--- config.mk ---
export PLATFORM = sky130hd
export DESIGN_NAME = sertx_top
export DESIGN_NICKNAME = d
export VERILOG_FILES = /design/src/rtl/sertx_pkg.sv /design/src/rtl/sertx_tick.sv /design/src/rtl/sertx_hold.sv /design/src/rtl/sertx_shift.sv /design/src/rtl/sertx_top.sv
export SDC_FILE = /design/constraint.sdc
export NUM_CORES = 1
export LEC_CHECK = 0
export BUFFER_PORTS_ARGS = -buffer_cell sky130_fd_sc_hd__buf_2
export CAP_MARGIN = 20
export CORE_UTILIZATION = 45
export CTS_CLUSTER_DIAMETER = 120
export CTS_CLUSTER_SIZE = 10
export DETAILED_ROUTE_END_ITERATION = 7
export HOLD_SLACK_MARGIN = 0.08
export PLACE_DENSITY = 0.65
export SETUP_SLACK_MARGIN = 0.05
export SYNTH_ARGS = -nofsm -noshare
export SYNTH_HDL_FRONTEND = slang
export SYNTH_SLANG_ARGS = --single-unit
--- constraint.sdc ---
create_clock -name clk_i -period 3.3 [get_ports clk_i]
set_clock_uncertainty 0.2 [all_clocks]
set_input_delay 0.33 -clock clk_i [delete_from_list [all_inputs] [get_ports clk_i]]
set_output_delay 0.33 -clock clk_i [all_outputs]
set_load 0.005 [all_outputs]
--- src/rtl/sertx_pkg.sv ---
package sertx_pkg;
  localparam int MAX_DW  = 8;
  localparam int FRAME_W = MAX_DW + 4;
  localparam int BCNT_W  = $clog2(FRAME_W + 1);

  typedef struct packed {
    logic [FRAME_W-1:0] bits;
    logic [BCNT_W-1:0]  nbits;
  } frame_t;

  function automatic int unsigned wl_bits(input logic [1:0] code);
    return 5 + int'(code);
  endfunction

  function automatic logic [MAX_DW-1:0] mask_word(input logic [MAX_DW-1:0] d,
                                                  input logic [1:0] code);
    logic [MAX_DW-1:0] m;
    for (int i = 0; i < MAX_DW; i++) m[i] = d[i] & (i < int'(wl_bits(code)));
    return m;
  endfunction

  // Full frame, LSB goes out first; unused upper bits stay 1 (stop level).
  function automatic frame_t build_frame(input logic [MAX_DW-1:0] d,
                                         input logic [1:0] code,
                                         input logic two_stop,
                                         input logic [2:0] pmode);
    frame_t f;
    logic [MAX_DW-1:0] md;
    logic pbit;
    int pos;
    md = mask_word(d, code);
    f.bits = '1;
    f.bits[0] = 1'b0;
    for (int i = 0; i < MAX_DW; i++)
      if (i < int'(wl_bits(code))) f.bits[1+i] = md[i];
    pos = 1 + int'(wl_bits(code));
    case (pmode[1:0])
      2'b00:   pbit = ~^md;
      2'b01:   pbit = ^md;
      2'b10:   pbit = 1'b1;
      default: pbit = 1'b0;
    endcase
    if (pmode[2]) begin
      for (int i = 0; i < FRAME_W; i++)
        if (i == pos) f.bits[i] = pbit;
      pos = pos + 1;
    end
    pos = pos + (two_stop ? 2 : 1);
    f.nbits = BCNT_W'(pos);
    return f;
  endfunction
endpackage

--- src/rtl/sertx_tick.sv ---
module sertx_tick #(
  parameter int DIV_W = 12,
  parameter int OVS   = 16
) (
  input  logic             clk_i,
  input  logic             rst_ni,
  input  logic             clr_i,
  input  logic             run_i,
  input  logic [DIV_W-1:0] div_i,
  output logic             bit_end_o
);
  localparam int OS_W = $clog2(OVS);

  logic [DIV_W-1:0] div_cnt;
  logic [OS_W-1:0]  os_cnt;
  logic             tick;

  assign tick      = run_i && (div_cnt >= div_i);
  assign bit_end_o = tick && (os_cnt == OS_W'(OVS - 1));

  always_ff @(posedge clk_i or negedge rst_ni) begin
    if (!rst_ni) begin
      div_cnt <= '0;
      os_cnt  <= '0;
    end else if (clr_i || !run_i) begin
      div_cnt <= '0;
      os_cnt  <= '0;
    end else if (tick) begin
      div_cnt <= '0;
      os_cnt  <= os_cnt + 1'b1;
    end else begin
      div_cnt <= div_cnt + 1'b1;
    end
  end

  assert_clr_restart_R5: assert property (@(posedge clk_i) disable iff (!rst_ni)
    clr_i |=> (div_cnt == '0 && os_cnt == '0));
endmodule

--- src/rtl/sertx_hold.sv ---
module sertx_hold
  import sertx_pkg::*;
(
  input  logic              clk_i,
  input  logic              rst_ni,
  input  logic              wr_i,
  input  logic [MAX_DW-1:0] wdata_i,
  input  logic              take_i,
  input  logic              lpbk_i,
  input  logic [1:0]        wlen_i,
  output logic              valid_o,
  output logic [MAX_DW-1:0] data_o,
  output logic              lb_valid_o,
  output logic [MAX_DW-1:0] lb_data_o
);
  logic              valid_q;
  logic [MAX_DW-1:0] data_q;

  always_ff @(posedge clk_i or negedge rst_ni) begin
    if (!rst_ni) begin
      valid_q    <= 1'b0;
      data_q     <= '0;
      lb_valid_o <= 1'b0;
      lb_data_o  <= '0;
    end else begin
      lb_valid_o <= 1'b0;
      if (valid_q && lpbk_i) begin
        valid_q    <= 1'b0;
        lb_valid_o <= 1'b1;
        lb_data_o  <= mask_word(data_q, wlen_i);
      end else if (valid_q && take_i) begin
        valid_q <= 1'b0;
      end else if (!valid_q && wr_i) begin
        valid_q <= 1'b1;
        data_q  <= wdata_i;
      end
    end
  end

  assign valid_o = valid_q;
  assign data_o  = data_q;

  assert_full_wr_drop_R9: assert property (@(posedge clk_i) disable iff (!rst_ni)
    valid_q && wr_i |=> data_q == $past(data_q));
  assert_lb_empties_R11: assert property (@(posedge clk_i) disable iff (!rst_ni)
    lb_valid_o |-> !valid_q || $past(wr_i));
endmodule

--- src/rtl/sertx_shift.sv ---
module sertx_shift
  import sertx_pkg::*;
(
  input  logic   clk_i,
  input  logic   rst_ni,
  input  logic   load_i,
  input  frame_t frame_i,
  input  logic   bit_end_i,
  output logic   busy_o,
  output logic   line_o
);
  logic [FRAME_W-1:0] sreg;
  logic [BCNT_W-1:0]  left;

  always_ff @(posedge clk_i or negedge rst_ni) begin
    if (!rst_ni) begin
      sreg <= '1;
      left <= '0;
    end else if (load_i) begin
      sreg <= frame_i.bits;
      left <= frame_i.nbits;
    end else if (bit_end_i && left != '0) begin
      sreg <= {1'b1, sreg[FRAME_W-1:1]};
      left <= left - 1'b1;
    end
  end

  assign busy_o = (left != '0);
  assign line_o = busy_o ? sreg[0] : 1'b1;

  assert_end_on_bit_R5: assert property (@(posedge clk_i) disable iff (!rst_ni)
    $fell(busy_o) |-> $past(bit_end_i));
  assert_start_low_R2: assert property (@(posedge clk_i) disable iff (!rst_ni)
    $rose(busy_o) |-> !line_o);
endmodule

--- src/rtl/sertx_top.sv ---
module sertx_top
  import sertx_pkg::*;
#(
  parameter int DIV_W = 12,
  parameter int OVS   = 16
) (
  input  logic              clk_i,
  input  logic              rst_ni,
  input  logic [DIV_W-1:0]  div_i,
  input  logic [1:0]        wlen_i,
  input  logic              two_stop_i,
  input  logic [2:0]        par_mode_i,
  input  logic              tx_en_i,
  input  logic              brk_i,
  input  logic              lpbk_i,
  input  logic              irq_en_i,
  input  logic              wr_i,
  input  logic [MAX_DW-1:0] wdata_i,
  output logic              txd_o,
  output logic              empty_o,
  output logic              irq_o,
  output logic              lb_valid_o,
  output logic [MAX_DW-1:0] lb_data_o
);
  logic              hold_valid;
  logic [MAX_DW-1:0] hold_data;
  logic              busy, line, load, bit_end;
  frame_t            frame;

  assign load  = hold_valid && !busy && tx_en_i && !lpbk_i;
  assign frame = build_frame(hold_data, wlen_i, two_stop_i, par_mode_i);

  sertx_hold u_hold (
    .clk_i, .rst_ni, .wr_i, .wdata_i,
    .take_i     (load),
    .lpbk_i, .wlen_i,
    .valid_o    (hold_valid),
    .data_o     (hold_data),
    .lb_valid_o, .lb_data_o
  );

  sertx_tick #(.DIV_W(DIV_W), .OVS(OVS)) u_tick (
    .clk_i, .rst_ni,
    .clr_i     (load),
    .run_i     (busy),
    .div_i,
    .bit_end_o (bit_end)
  );

  sertx_shift u_shift (
    .clk_i, .rst_ni,
    .load_i    (load),
    .frame_i   (frame),
    .bit_end_i (bit_end),
    .busy_o    (busy),
    .line_o    (line)
  );

  // Loopback wins over break; break wins over data.
  always_comb begin
    if (lpbk_i)     txd_o = 1'b1;
    else if (brk_i) txd_o = 1'b0;
    else            txd_o = line;
  end

  assign empty_o = !hold_valid && !busy;
  assign irq_o   = irq_en_i && !hold_valid;

  assert_empty_fall_R7: assert property (@(posedge clk_i) disable iff (!rst_ni)
    wr_i && empty_o |=> !empty_o);
  assert_irq_empty_R8: assert property (@(posedge clk_i) disable iff (!rst_ni)
    irq_en_i && empty_o |-> irq_o);
  assert_tx_gate_R6: assert property (@(posedge clk_i) disable iff (!rst_ni)
    $rose(busy) |-> $past(tx_en_i) && !$past(lpbk_i));
  assert_lb_mode_R11: assert property (@(posedge clk_i) disable iff (!rst_ni)
    lb_valid_o |-> $past(lpbk_i));
  assert_idle_line_R1: assert property (@(posedge clk_i) disable iff (!rst_ni)
    empty_o && !brk_i |-> txd_o);
endmodule

==> summary.md, run 1 <==
| Metric | Value |
|---|---|
| Clock H-tree levels | 2 |
| Max Clk Rate | between 300 and 400 MHz |
| Sink Count | 50 |
| ANT cells | 0 |
| Hold Path End | u_hold.valid_o$_DFFE_PN0P_ |
| RSZ-0062 raised after global routing | no |
| Largest net degree at the start of global routing | 34 |
| Total negative slack | 0 ps |
| Worst path arrival time | 2890 ps |
| Initial antenna violation count | 0 |
| Hold slack | 117 ps |
| Grt ovf | 0 |
| IO buf count | 44 |
| Min-delay src | tx_en_i |
| Area grow syn2layout | 15.1% |
| Setup WS post-layout | 429 ps |
| Final hold violation count | 0 |
| Seq/Total Area, Yosys | 0.417 |
| Vias in the first global route | between 2000 and 2500 |
| DR pass1 iterations | 6 |
| Post-CTS setup buffer count | 0 |
| Fin area | 3490 um^2 |
| Inst Count DP | 420 |
| GRT Total Usage | 0.185 |
| Worst skew pair latency | 300 ps |
| Outcome | finished, violations left |
| Synth top area share | 0.313 |
| Max cap viols | 0 |
| Reg2reg end | u_shift.left[2]$_DFFE_PN0P_ |
| # IOs | 45 |
| Die height | 84.1 um |
| # nets final | between 400 and 500 |
| Syn Inst Count | 307 |
| Root buffer cell | clkbuf_8 |
| R2r startpoint | u_tick.div_cnt[0]$_DFF_PN0_ |
| Final Setup Violations | 0 |
| HP Class | primary input to register |
| Worst Reg2Reg Path Length in Cells | 9 |
| Synthesis-stage register bit count | 50 |
| Die Span X | 84.1 um |
| CP Max Fanout | 16 |
| YS warnings | 0 |
| Synth area leader | dfrtp_1 |
| Initial Util | 0.473 |
| Antenna Nets Post-Route | 0 |
| Synth cell types | 38 |
| Failing checks | DRC |
| Via/cell ratio | 5.20 |
| Clock slew seen by the registers of the worst setup and hold paths | around 90 ps |
| Cell Area, Synth | 3040 um^2 |
| Worst relative slew slack | 0.448 |
| Drt total wl | 6.08 mm |
| Fin. max-slew vios | 0 |
| Fin crit share | 0.870 |
| WS Path Type | register to register |
| CTS tree | built |
| Placed wire-length estimate | 4.49 mm |
| Leakage | 1.77 nW |
| Maximum VDD drop | 0.420 mV |
| Layout Cells excl Fill | 437 |
| Flop-to-flop setup slack | roughly 430 ps |
| Setup WS pre-CTS | 411 ps |
| First-pass GRT wire length | between 10 and 15 mm |
| Top post-synthesis cells by area | dfrtp_1, ha_1, dfstp_2 |
| GPL Wtd Cong | 0.872 |
| CORE AREA | 6420 um^2 |
| Syn Area/Cell | slightly below 10 um^2 |
| First DRT Iteration DRCs | 128 |
| Clock Path Buffers | 2 |
| Hold depth | 3 |
| Startpoint Class | register |
| Fin crit period | 2870 ps |
| Layout cell share with drive strength beyond 1 | 0.242 |
| Worst Tran Pin Value | 826 ps |
| Site Rows | 29 |
| CP Capture Type | register |
| Vias | 2272 |
| Syn Nets | about 370 |
| CP required | ~3300 ps |
| PD cells | roughly 630 nW/um^2 |
| CTS Buf Count | 5 |
| # DRC | 13 |
| Placed Area | around 3300 um^2 |
| Die Area | between 7000 and 8000 um^2 |
| Avg WL per Cell | 13.9 um |
## final cells by class
type,instances,area [um^2]
clock inverter,2,13.8
tap,77,96.3
fill,604,2930
inverter,25,93.8
clock buffer,6,72.6
sequential,50,1270
multi-input combinational,220,1610
timing repair buffer,57,340
## where the power goes
group	switching [mW]	internal [mW]
Combinational	0.411	0.420
Clock	0.213	0.152
Sequential	0.150	0.869
Total	0.774	1.44
## routing by layer
metal | track usage | part of all wire | wire, um | up-vias
met3 | 0.0324 | 0.032 | 196 | 5
met5 | 0 | 0 | 0 | -
met1 | 0.239 | 0.47 | 2830 | 1079
met4 | 0.0423 | 0.0090 | 55 | 0
li1 | - | - | - | 1149
met2 | 0.324 | 0.49 | 3000 | 39
## timing repair
action | in CTS | in global routing
hold endpoints to repair | 25 | 0
resized for setup | 0 | 0
hold buffers | 9 | 0
## synthesized netlist by cell type (all sizes together)
| library cell | instances |
|---|---|
| dfrtp | 38 |
| nor2 | 28 |
| ha | 27 |
| inv | 25 |
| nand2 | 23 |
| nand3 | 18 |
| mux2 | 16 |
| a21oi | 15 |
| xor2 | 13 |
| dfstp | 12 |
| xnor2 | 12 |
| mux2i | 8 |
| nor2b | 8 |
| a22oi | 7 |
| and3 | 7 |
| clkbuf | 7 |
| o21ai | 6 |
| buf | 5 |
| nand4 | 5 |
| nor3 | 5 |
| a21o | 4 |
| o211ai | 3 |
| a2111oi | 2 |
| a2111o | 1 |
| a211oi | 1 |
| a311oi | 1 |
| a41oi | 1 |
| and3b | 1 |
| fa | 1 |
| nand2b | 1 |
| nand3b | 1 |
| nor3b | 1 |
| nor4b | 1 |
| o21bai | 1 |
| o22ai | 1 |
| or2 | 1 |
## metrics by stage
stage,util,power (mW)
3_3_place_gp,0.517,1.83
4_1_cts,0.544,2.24
2_1_floorplan,-,1.60
6_report,0.544,2.21
3_5_place_dp,0.517,1.86
5_1_grt,0.544,2.38
## state kept, by name (all words and copies together), names as in the netlist
register,count
u_shift.sreg,12
u_tick.div_cnt,12
u_hold.data_o,8
u_hold.lb_data_o,8
u_shift.left,4
u_tick.os_cnt,4
u_hold.lb_valid_o,1
u_hold.valid_o,1
## cell usage in the layout, fill, tap and decap left out, types with 3 or more instances in the layout
master / instances
dlygate4sd3_1: 9
nand4_1: 5
inv_1: 25
nor3_1: 5
xor2_1: 13
and3_1: 7
a21o_1: 4
xnor2_1: 12
buf_2: 44
nand2_1: 23
o211ai_1: 3
buf_4: 4
mux2i_1: 8
mux2_2: 16
dfstp_2: 12
nand3_1: 18
dfrtp_1: 38
clkbuf_8: 5
o21ai_0: 6
a22oi_1: 7
nor2_1: 28
ha_1: 27
nor2b_1: 8
a21oi_1: 15
## kinds of logic (layout without fill, tap and decap cells)
family | after synthesis | in the layout | synth area share
AOI/OAI and AO/OA | 43 | 43 | 0.0956
muxes | 24 | 24 | 0.0857
DFF | 50 | 50 | 0.417
and+or+nand+nor | 100 | 100 | 0.160
buffers and inverters | 37 | 90 | 0.0519
adders and majority gates | 28 | 28 | 0.118
xor gates and xnor gates | 25 | 25 | 0.0721
## how the worst max path moves through the flow
| stage | from | end | depth (start not counted) |
|---|---|---|---|
| 6_report | u_tick.div_cnt[0]$_DFF_PN0_ | u_shift.left[2]$_DFFE_PN0P_ | 9 |
| 2_1_floorplan | u_tick.div_cnt[0]$_DFF_PN0_ | u_shift.left[3]$_DFFE_PN0P_ | 10 |
| 3_3_place_gp | div_i[0] | u_shift.left[3]$_DFFE_PN0P_ | 9 |
| 3_5_place_dp | u_tick.div_cnt[0]$_DFF_PN0_ | u_shift.left[2]$_DFFE_PN0P_ | 9 |
| 4_1_cts | u_tick.div_cnt[0]$_DFF_PN0_ | u_shift.left[2]$_DFFE_PN0P_ | 9 |
| 5_1_grt | u_tick.div_cnt[0]$_DFF_PN0_ | u_shift.left[3]$_DFFE_PN0P_ | 9 |
## critical path, cell delays in order (launching register included)
cell       delay, ps
dfrtp_1          410
inv_1             60
ha_1             260
nand2b_4         140
a2111oi_2        330
a2111oi_0        110
a2111o_1         410
and3_1           410
and3_1           280
nor3_1           180
Note: power is estimated with default switching activity, not from simulation.
==> run 2, diff against run 1 <==
SYNTH_HIERARCHICAL = 1   (was unset)
==> run 2 against run 1 <==
The run now ends clean. Critical path depth up 1. Clock power increased by 6.0%. Global-route usage is 2.1 points higher. Cell count is 15% higher. Routed wire length grew 22%. Via count increased by 19%. First-iteration DRC count rose by 18%. Sequential share of layout area fell by 4.3 points. Combinational power is 25% higher. Core utilization up 0.22 points. Synthesized cell count rose by 11%. Total power up 9.8%. Critical path type unchanged. Highest routed layer unchanged.
==> summary.md, run 2 <==
| Metric | Value |
|---|---|
| Area grow syn2layout | 17.6% |
| Root buffer cell | clkbuf_8 |
| Hold slack | 171 ps |
| EDFF count, synth | 0 |
| Via/cell ratio | 5.36 |
| Maximum VDD drop | 0.320 mV |
| Outcome | completed |
| Total negative slack | 0 ps |
| YS warnings | 6 |
| GPL Wtd Cong | a little under 0.8 |
| Final Setup Violations | 0 |
| Layout Cells excl Fill | 503 |
| Syn Nets | 401 |
| Clock Path Buffers | 2 |
| Most frequent cell after synthesis | dfrtp_1 |
| # IOs | 45 |
| Sink Count | 50 |
| IO buf count | between 40 and 50 |
| Grt ovf | 0 |
| Die Span X | 88.5 um |
| Avg WL per Cell | around 15 um |
| Fin. max-slew vios | 0 |
| Async set-reset flop share out of synthesis | 1.00 |
| Leading cell type in the layout, fill and taps excluded | buf_2 |
| Fin crit period | 2980 ps |
| Synth top area share | 0.282 |
| Worst Tran Pin Value | 801 ps |
| WL met2 | 3.49 mm |
| Drt total wl | 7.42 mm |
| Post-CTS setup buffer count | 0 |
| Vias | around 2700 |
| Max Clk Rate | 336 MHz |
| Final core utilization | 0.546 |
| Clock H-tree levels | 2 |
| Layout cell share with drive strength beyond 1 | 0.275 |
| Placed wire-length estimate | 5.63 mm |
| Startpoint Class | register |
| WS Path Type | register to register |
| Post-synth top flop | dfrtp_1 |
| CP Capture Type | register |
| PD cells | 614 nW/um^2 |
| CP required | between 3000 and 4000 ps |
| Initial antenna violation count | 0 |
| Syn Inst Count | between 300 and 400 |
| CTS tree | built |
| GRT Total Usage | 0.206 |
| First DRT Iteration DRCs | ~150 |
| # nets final | roughly 460 |
| Clock slew seen by the registers of the worst setup and hold paths | 110 ps |
| Die height | 88.5 um |
| Largest registers | u_shift/sreg (12), u_tick/div_cnt (12) |
| Commonest cells in the netlist | dfrtp_1, inv_1, ha_1 |
| DR pass1 iterations | 4 |
| First-pass GRT wire length | 12.4 mm |
| Top Metal Used | met4 |
| Inst Count DP | 486 |
| Synthesis-stage register bit count | 50 |
| Vias in the first global route | between 2000 and 3000 |
| Worst skew pair latency | 310 ps |
| CP Max Fanout | 8 |
| Synth cell types | 63 |
| Cell Area, Synth | 3370 um^2 |
| Syn Area/Cell | 9.91 um^2 |
| Fin crit share | 0.902 |
| Die Area | 7840 um^2 |
| Leakage | 1.95 nW |
| CORE AREA | 7250 um^2 |
| RSZ-0062 raised after global routing | no |
| Final hold violation count | 0 |
| Top post-synthesis cells by area | dfrtp_1, ha_1, dfstp_2 |
| Commonest cells after routing, fill and taps aside | buf_2, dfrtp_1, inv_1, ha_1, nand2_1 |
| Seq/Total Area, Yosys | 0.376 |
| HP Class | primary input to register |
| Largest net degree at the start of global routing | 38 |
| ANT cells | 0 |
| Worst relative slew slack | 0.466 |
| Synth area leader | dfrtp_1 |
| Antenna Nets Post-Route | 0 |
| # DRC | 0 |
| M1 WL | 3.61 mm |
| Worst path arrival time | about 3000 ps |
| Max cap viols | 0 |
| Site Rows | 31 |
| Metal3 WL | 288 um |
| Initial Util | 0.465 |
| CTS Buf Count | 5 |
-- run 2: changes by cell type after synthesis, moves of 6 or more --
cell / before / now
o31ai_1: 0 / 7
and2_1: 0 / 7
a22oi_1: 7 / 0
mux2_4: 0 / 8
o211ai_1: 3 / 9
mux2_2: 16 / 6
nand2b_1: 0 / 8
o21ai_0: 6 / 13
-- run 2: worst max-delay path, stage by stage, from the launching register on --
cell	delay [ps]
dfrtp_1	420
ha_1	300
nand4_1	160
nor2_1	180
and4_4	260
o21ai_0	140
nor2_1	390
inv_1	130
buf_4	190
o211a_1	230
a211o_2	300
-- run 2: through the flow --
step                power (mW)  setup WS [ps]  area (um^2)
finish                    2.43            323         3960
global route              2.60            137         3960
CTS                       2.44            211         3960
detailed placement        2.04            126         3770
global placement          2.01            158         3770
floorplan                 1.72            578         3370
-- run 2: routing by layer --
layer / vias up / global-route usage
met2: 67 / 0.342
met3: 2 / 0.0336
met4: 0 / 0.0440
met1: 1300 / 0.285
li1: 1327 / -
met5: - / 0
-- run 2: worst paths after layout --
path                                                   from                               to  slack (ps)  cells after the start
worst max-delay path            u_tick/div_cnt[9]$_DFF_PN0_     u_shift/sreg[10]$_DFFE_PN1P_         320                     10
worst min-delay path                              wlen_i[1]  u_hold/lb_data_o[6]$_DFFE_PN0P_         170                      3
worst max register to register  u_tick/div_cnt[9]$_DFF_PN0_     u_shift/sreg[10]$_DFFE_PN1P_         320                     10
worst min register to register  u_shift/sreg[0]$_DFFE_PN1P_      u_shift/sreg[0]$_DFFE_PN1P_         300                      2
max in group asynchronous                            rst_ni     u_hold/data_o[7]$_DFFE_PN0P_        1830                      3
min in group asynchronous                            rst_ni     u_hold/data_o[2]$_DFFE_PN0P_         430                      2
-- run 2: final cells by class --
| class | instances | area [um^2] |
|---|---|---|
| sequential | 50 | 1270 |
| timing repair buffer | 65 | 400 |
| clock buffer | 5 | 68.8 |
| fill | 657 | 3290 |
| multi-input combinational | 249 | 1950 |
| clock inverter | 3 | 28.8 |
| inverter | 32 | 120 |
| tap | 99 | 124 |
-- run 2: logic make-up after synthesis --
kind of cell             share of synthesized area
flip-flops                                   0.376
AND/OR/NAND/NOR                              0.191
XOR/XNOR                                    0.0676
buffers and inverters                       0.0501
adder cells (fa/ha/maj)                      0.106
AO/OA/AOI/OAI                                0.145
multiplexers                                0.0646
-- run 2: report_power, final --
group	internal (mW)	leakage (nW)	switching (mW)
clock	0.158	0.0502	0.229
sequential	0.850	0.608	0.158
combinational	0.507	1.30	0.532
-- run 2: repair_timing --
action	CTS	global route
endpoints found under the hold margin	31	0
resized for setup	0	1
endpoints found under the setup margin	0	6
hold buffers	9	0
